===== config.mk =====
export PLATFORM = sky130hd
export DESIGN_NAME = ctl_decoder_top
export DESIGN_NICKNAME = d
export VERILOG_FILES = /design/src/rtl/ctl_dec_pkg.sv /design/src/rtl/ctl_main_dec.sv /design/src/rtl/ctl_alu_dec.sv /design/src/rtl/ctl_decoder_top.sv
export SDC_FILE = /design/constraint.sdc
export NUM_CORES = 1
export LEC_CHECK = 0
export CAP_MARGIN = 20
export CORE_AREA = 2 2 39 41
export DETAILED_ROUTE_END_ITERATION = 6
export DIE_AREA = 0 0 41 43
export GPL_ROUTABILITY_DRIVEN = 0
export PLACE_DENSITY = 0.61
export SLEW_MARGIN = 20
export SYNTH_ARGS = -nofsm -noshare
export SYNTH_HDL_FRONTEND = slang
export SYNTH_SLANG_ARGS = --single-unit

===== constraint.sdc =====
create_clock -name vclk -period 2.2
set_input_delay 0.44 -clock vclk [all_inputs]
set_output_delay 0.44 -clock vclk [all_outputs]
set_load 0.01 [all_outputs]

===== src/rtl/ctl_dec_pkg.sv =====
package ctl_dec_pkg;

    localparam int OP_W  = 6;
    localparam int FN_W  = 6;
    localparam int CLS_W = 2;
    localparam int ALU_W = 4;

    typedef enum logic [CLS_W-1:0] {
        CLS_MEM  = 2'b00,
        CLS_BR   = 2'b01,
        CLS_REG  = 2'b10,
        CLS_NONE = 2'b11
    } alu_cls_e;

    typedef enum logic [ALU_W-1:0] {
        ALU_AND = 4'b0000,
        ALU_OR  = 4'b0001,
        ALU_ADD = 4'b0010,
        ALU_SUB = 4'b0110,
        ALU_SLT = 4'b0111,
        ALU_NOR = 4'b1100
    } alu_code_e;

    localparam logic [OP_W-1:0] OPC_REG   = 6'h00;
    localparam logic [OP_W-1:0] OPC_LOAD  = 6'h23;
    localparam logic [OP_W-1:0] OPC_STORE = 6'h2B;
    localparam logic [OP_W-1:0] OPC_BEQ   = 6'h04;

    localparam logic [FN_W-1:0] FN_ADD = 6'h20;
    localparam logic [FN_W-1:0] FN_SUB = 6'h22;
    localparam logic [FN_W-1:0] FN_AND = 6'h24;
    localparam logic [FN_W-1:0] FN_OR  = 6'h25;
    localparam logic [FN_W-1:0] FN_SLT = 6'h2A;

    typedef struct packed {
        logic reg_dst;
        logic alu_src;
        logic mem_to_reg;
        logic reg_wr;
        logic mem_rd;
        logic mem_wr;
        logic branch;
    } ctl_bits_t;

    localparam ctl_bits_t CTL_OFF = '0;

endpackage


===== src/rtl/ctl_main_dec.sv =====
module ctl_main_dec
    import ctl_dec_pkg::*;
(
    input  logic [OP_W-1:0] opcode,
    output ctl_bits_t       ctl,
    output alu_cls_e        cls
);

    always_comb begin
        ctl = CTL_OFF;
        cls = CLS_NONE;
        case (opcode)
            OPC_REG: begin
                ctl.reg_dst = 1'b1;
                ctl.reg_wr  = 1'b1;
                cls         = CLS_REG;
            end
            OPC_LOAD: begin
                ctl.alu_src    = 1'b1;
                ctl.mem_to_reg = 1'b1;
                ctl.reg_wr     = 1'b1;
                ctl.mem_rd     = 1'b1;
                cls            = CLS_MEM;
            end
            OPC_STORE: begin
                ctl.alu_src = 1'b1;
                ctl.mem_wr  = 1'b1;
                cls         = CLS_MEM;
            end
            OPC_BEQ: begin
                ctl.branch = 1'b1;
                cls        = CLS_BR;
            end
            default: begin
                ctl = CTL_OFF;
                cls = CLS_NONE;
            end
        endcase
    end

endmodule


===== src/rtl/ctl_alu_dec.sv =====
module ctl_alu_dec
    import ctl_dec_pkg::*;
(
    input  alu_cls_e         cls,
    input  logic [FN_W-1:0]  funct,
    output logic [ALU_W-1:0] code,
    output logic             legal
);

    logic [ALU_W-1:0] fn_code;
    logic             fn_known;

    always_comb begin
        fn_known = 1'b1;
        case (funct)
            FN_ADD:  fn_code = ALU_ADD;
            FN_SUB:  fn_code = ALU_SUB;
            FN_AND:  fn_code = ALU_AND;
            FN_OR:   fn_code = ALU_OR;
            FN_SLT:  fn_code = ALU_SLT;
            default: begin
                fn_code  = ALU_AND;
                fn_known = 1'b0;
            end
        endcase
    end

    always_comb begin
        unique case (cls)
            CLS_MEM: begin
                code  = ALU_ADD;
                legal = 1'b1;
            end
            CLS_BR: begin
                code  = ALU_SUB;
                legal = 1'b1;
            end
            CLS_REG: begin
                code  = fn_known ? fn_code : ALU_AND;
                legal = fn_known;
            end
            CLS_NONE: begin
                code  = ALU_AND;
                legal = 1'b0;
            end
        endcase
    end

endmodule


===== src/rtl/ctl_decoder_top.sv =====
module ctl_decoder_top
    import ctl_dec_pkg::*;
(
    input  logic [5:0] i_opcode,
    input  logic [5:0] i_funct,
    output logic       o_reg_dst,
    output logic       o_alu_src,
    output logic       o_mem_to_reg,
    output logic       o_reg_wr,
    output logic       o_mem_rd,
    output logic       o_mem_wr,
    output logic       o_branch,
    output logic [1:0] o_alu_cls,
    output logic [3:0] o_alu_code
);

    ctl_bits_t        main_ctl;
    ctl_bits_t        gated_ctl;
    alu_cls_e         main_cls;
    logic [ALU_W-1:0] alu_code;
    logic             alu_legal;

    ctl_main_dec u_main (
        .opcode (i_opcode),
        .ctl    (main_ctl),
        .cls    (main_cls)
    );

    ctl_alu_dec u_alu (
        .cls   (main_cls),
        .funct (i_funct),
        .code  (alu_code),
        .legal (alu_legal)
    );

    assign gated_ctl    = alu_legal ? main_ctl : CTL_OFF;

    assign o_reg_dst    = gated_ctl.reg_dst;
    assign o_alu_src    = gated_ctl.alu_src;
    assign o_mem_to_reg = gated_ctl.mem_to_reg;
    assign o_reg_wr     = gated_ctl.reg_wr;
    assign o_mem_rd     = gated_ctl.mem_rd;
    assign o_mem_wr     = gated_ctl.mem_wr;
    assign o_branch     = gated_ctl.branch;
    assign o_alu_cls    = main_cls;
    assign o_alu_code   = alu_code;

endmodule


==> reports/metrics.yaml <==
run_status: "completed"
avgSynthCellArea_um2: 5.89
diodes: 0
hold_viol: 0
drt_first_pass_iters: 1
vias: 338
hp-start: "i_opcode[3]"
worst_slack_ns: 0.0187
syn-cell-area_um2: 183
nets: 76
fmax_mhz: 458
critPathCaptureType: "output port"
crit_path_max_incr_delay_ns: 0.47
period_needed_ns: 2.18
clock_buffers: 0
ys_warn_count: 0
fill_cells: 170
yosysSeqAreaShare: 0
min_path_type: "input port to output port"
die_y_um: 43
core_area_um2: 1380
io_pins: 25
slew_viol_final: 0
route.detailed.drc: 0
p_per_area_nw_per_um2: 118
final_cell_mix: "dlygate4sd2_1 (13), buf_4 (9), clkdlybuf4s50_1 (7), nor2_1 (4), a31oi_1 (3)"
tns_ns: 0
place_ws_ns: -0.372
num_rows: 14
final_area_um2: 490
critPathSlowestCell: "clkdlybuf4s50_1"
fin_crit_sh: 0.992
cap_violations: 0
routedWlPerCell_um: 9.97
register_area_um2: 0
io_buffer_count: 24
detailed_place.area_um2: 488
synthCells: 31
antenna_found_initial: 0
min_to: "o_reg_wr"
startpoint_type: "input port"
leakage_nw: 0.248
grtUsageTotal: 0.0799
antenna_left: 0
setup_viol: 0
grt_pass1_vias: 276
cp_max_fo: 3
postCtsHoldBufs: 0
grt_pass1_wl_mm: 1.06
syn_to_final_growth_pct: 168
grt_max_degree: 5
worstHoldPathCells: 4
fin_util: 0.354
setup.worst_path.class: "input port to output port"
syn-num-nets: 43
initial_core_util: 0.132
drive_gt1_frac: 0.339
total_power_mw: 0.0579
vias_per_cell: 4.33
overflow: 0
cp_cell_sequence: "clkdlybuf4s50_1 -> nor3_2 -> buf_4 -> and3_2 -> nor2_1 -> dlygate4sd2_1"
critPathRequiredTime_ns: 1.76
drt-initial-drc-count: 0
irDropWorstVdd_mv: 0.0449
die_area_um2: 1760
nFlopsAndLatches: 0
die_w_um: 41
cp_data_arrival_time_ns: 1.74
layout_commonest_cell: "dlygate4sd2_1"
wl_um: 778
synth.distinct_cells: 19
hpwl_um: 580
==> Yosys cell counts (all sizes together) <==
cell type / instances / share of area
nand2: 3 / 0.062
nor3: 3 / 0.11
nor3b: 1 / 0.041
nand4b: 1 / 0.048
and3: 1 / 0.041
or3: 1 / 0.034
nor4bb: 1 / 0.055
o22ai: 1 / 0.034
a31oi: 3 / 0.10
nor2b: 1 / 0.034
inv: 2 / 0.041
o31ai: 1 / 0.068
nor2: 5 / 0.10
buf: 2 / 0.082
a21oi: 2 / 0.055
nand2b: 1 / 0.034
conb: 1 / 0.021
and2: 1 / 0.034
==> worst max-delay path: cells and delay by family <==
family | cells | cell delay (ns)
buffers and inverters | 3 | 0.90
AND/OR/NAND/NOR | 3 | 0.41
==> cell families after synthesis <==
family                 Yosys count  share of synthesized area
AOI/OAI and AO/OA                7                      0.260
buffers and inverters            4                      0.123
other                            1                     0.0205
and+or+nand+nor                 19                      0.596
==> area by class of cell <==
class,instances,area (um2),area share
multi-input cells,27,184,0.375
repair buffers,33,279,0.569
well taps,16,20.0,0.0408
inverters,2,7.51,0.0153
==> report_power, final <==
group / total [mW] / internal (mW) / switching (mW) / leakage (nW)
clock: 0 / 0 / 0 / 0
sequential: 0 / 0 / 0 / 0
combinational: 0.0579 / 0.0341 / 0.0238 / 0.248
total: 0.0579 / 0.0341 / 0.0238 / 0.248
==> layer usage <==
metal | global-route usage | wire length, um | vias up
li1 | - | - | 172
met4 | 0 | 0 | 0
met1 | 0.108 | 283 | 149
met3 | 0.00524 | 92 | 0
met5 | 0 | 0 | -
met2 | 0.141 | 402 | 17
==> through the flow <==
step / instances / hold slack [ns]
after floorplan: 31 / 0.947
after global placement: 77 / 1.95
after detailed placement: 77 / 1.96
after CTS: 77 / 1.54
after global routing: 78 / 1.40
final: 78 / 1.37
==> timing repair <==
item | in CTS | in global routing
gates resized for setup | 21 | 9
pin swaps | 0 | 3
setup endpoints to repair | 12 | 7
buffers inserted | 0 | 1
==> worst max path at each step <==
stage / slack [ns] / cells past startpoint / from / endpoint
5_1_grt: -0.02 / 6 / i_opcode[4] / o_alu_cls[1]
4_1_cts: 0.002 / 6 / i_opcode[4] / o_alu_cls[1]
3_3_place_gp: -0.37 / 5 / i_opcode[0] / o_alu_code[0]
6_report: 0.02 / 6 / i_opcode[4] / o_alu_cls[1]
3_5_place_dp: -0.37 / 5 / i_opcode[0] / o_reg_wr
2_1_floorplan: 0.54 / 4 / i_opcode[2] / o_mem_to_reg
Power figures use the tool's default switching activity.
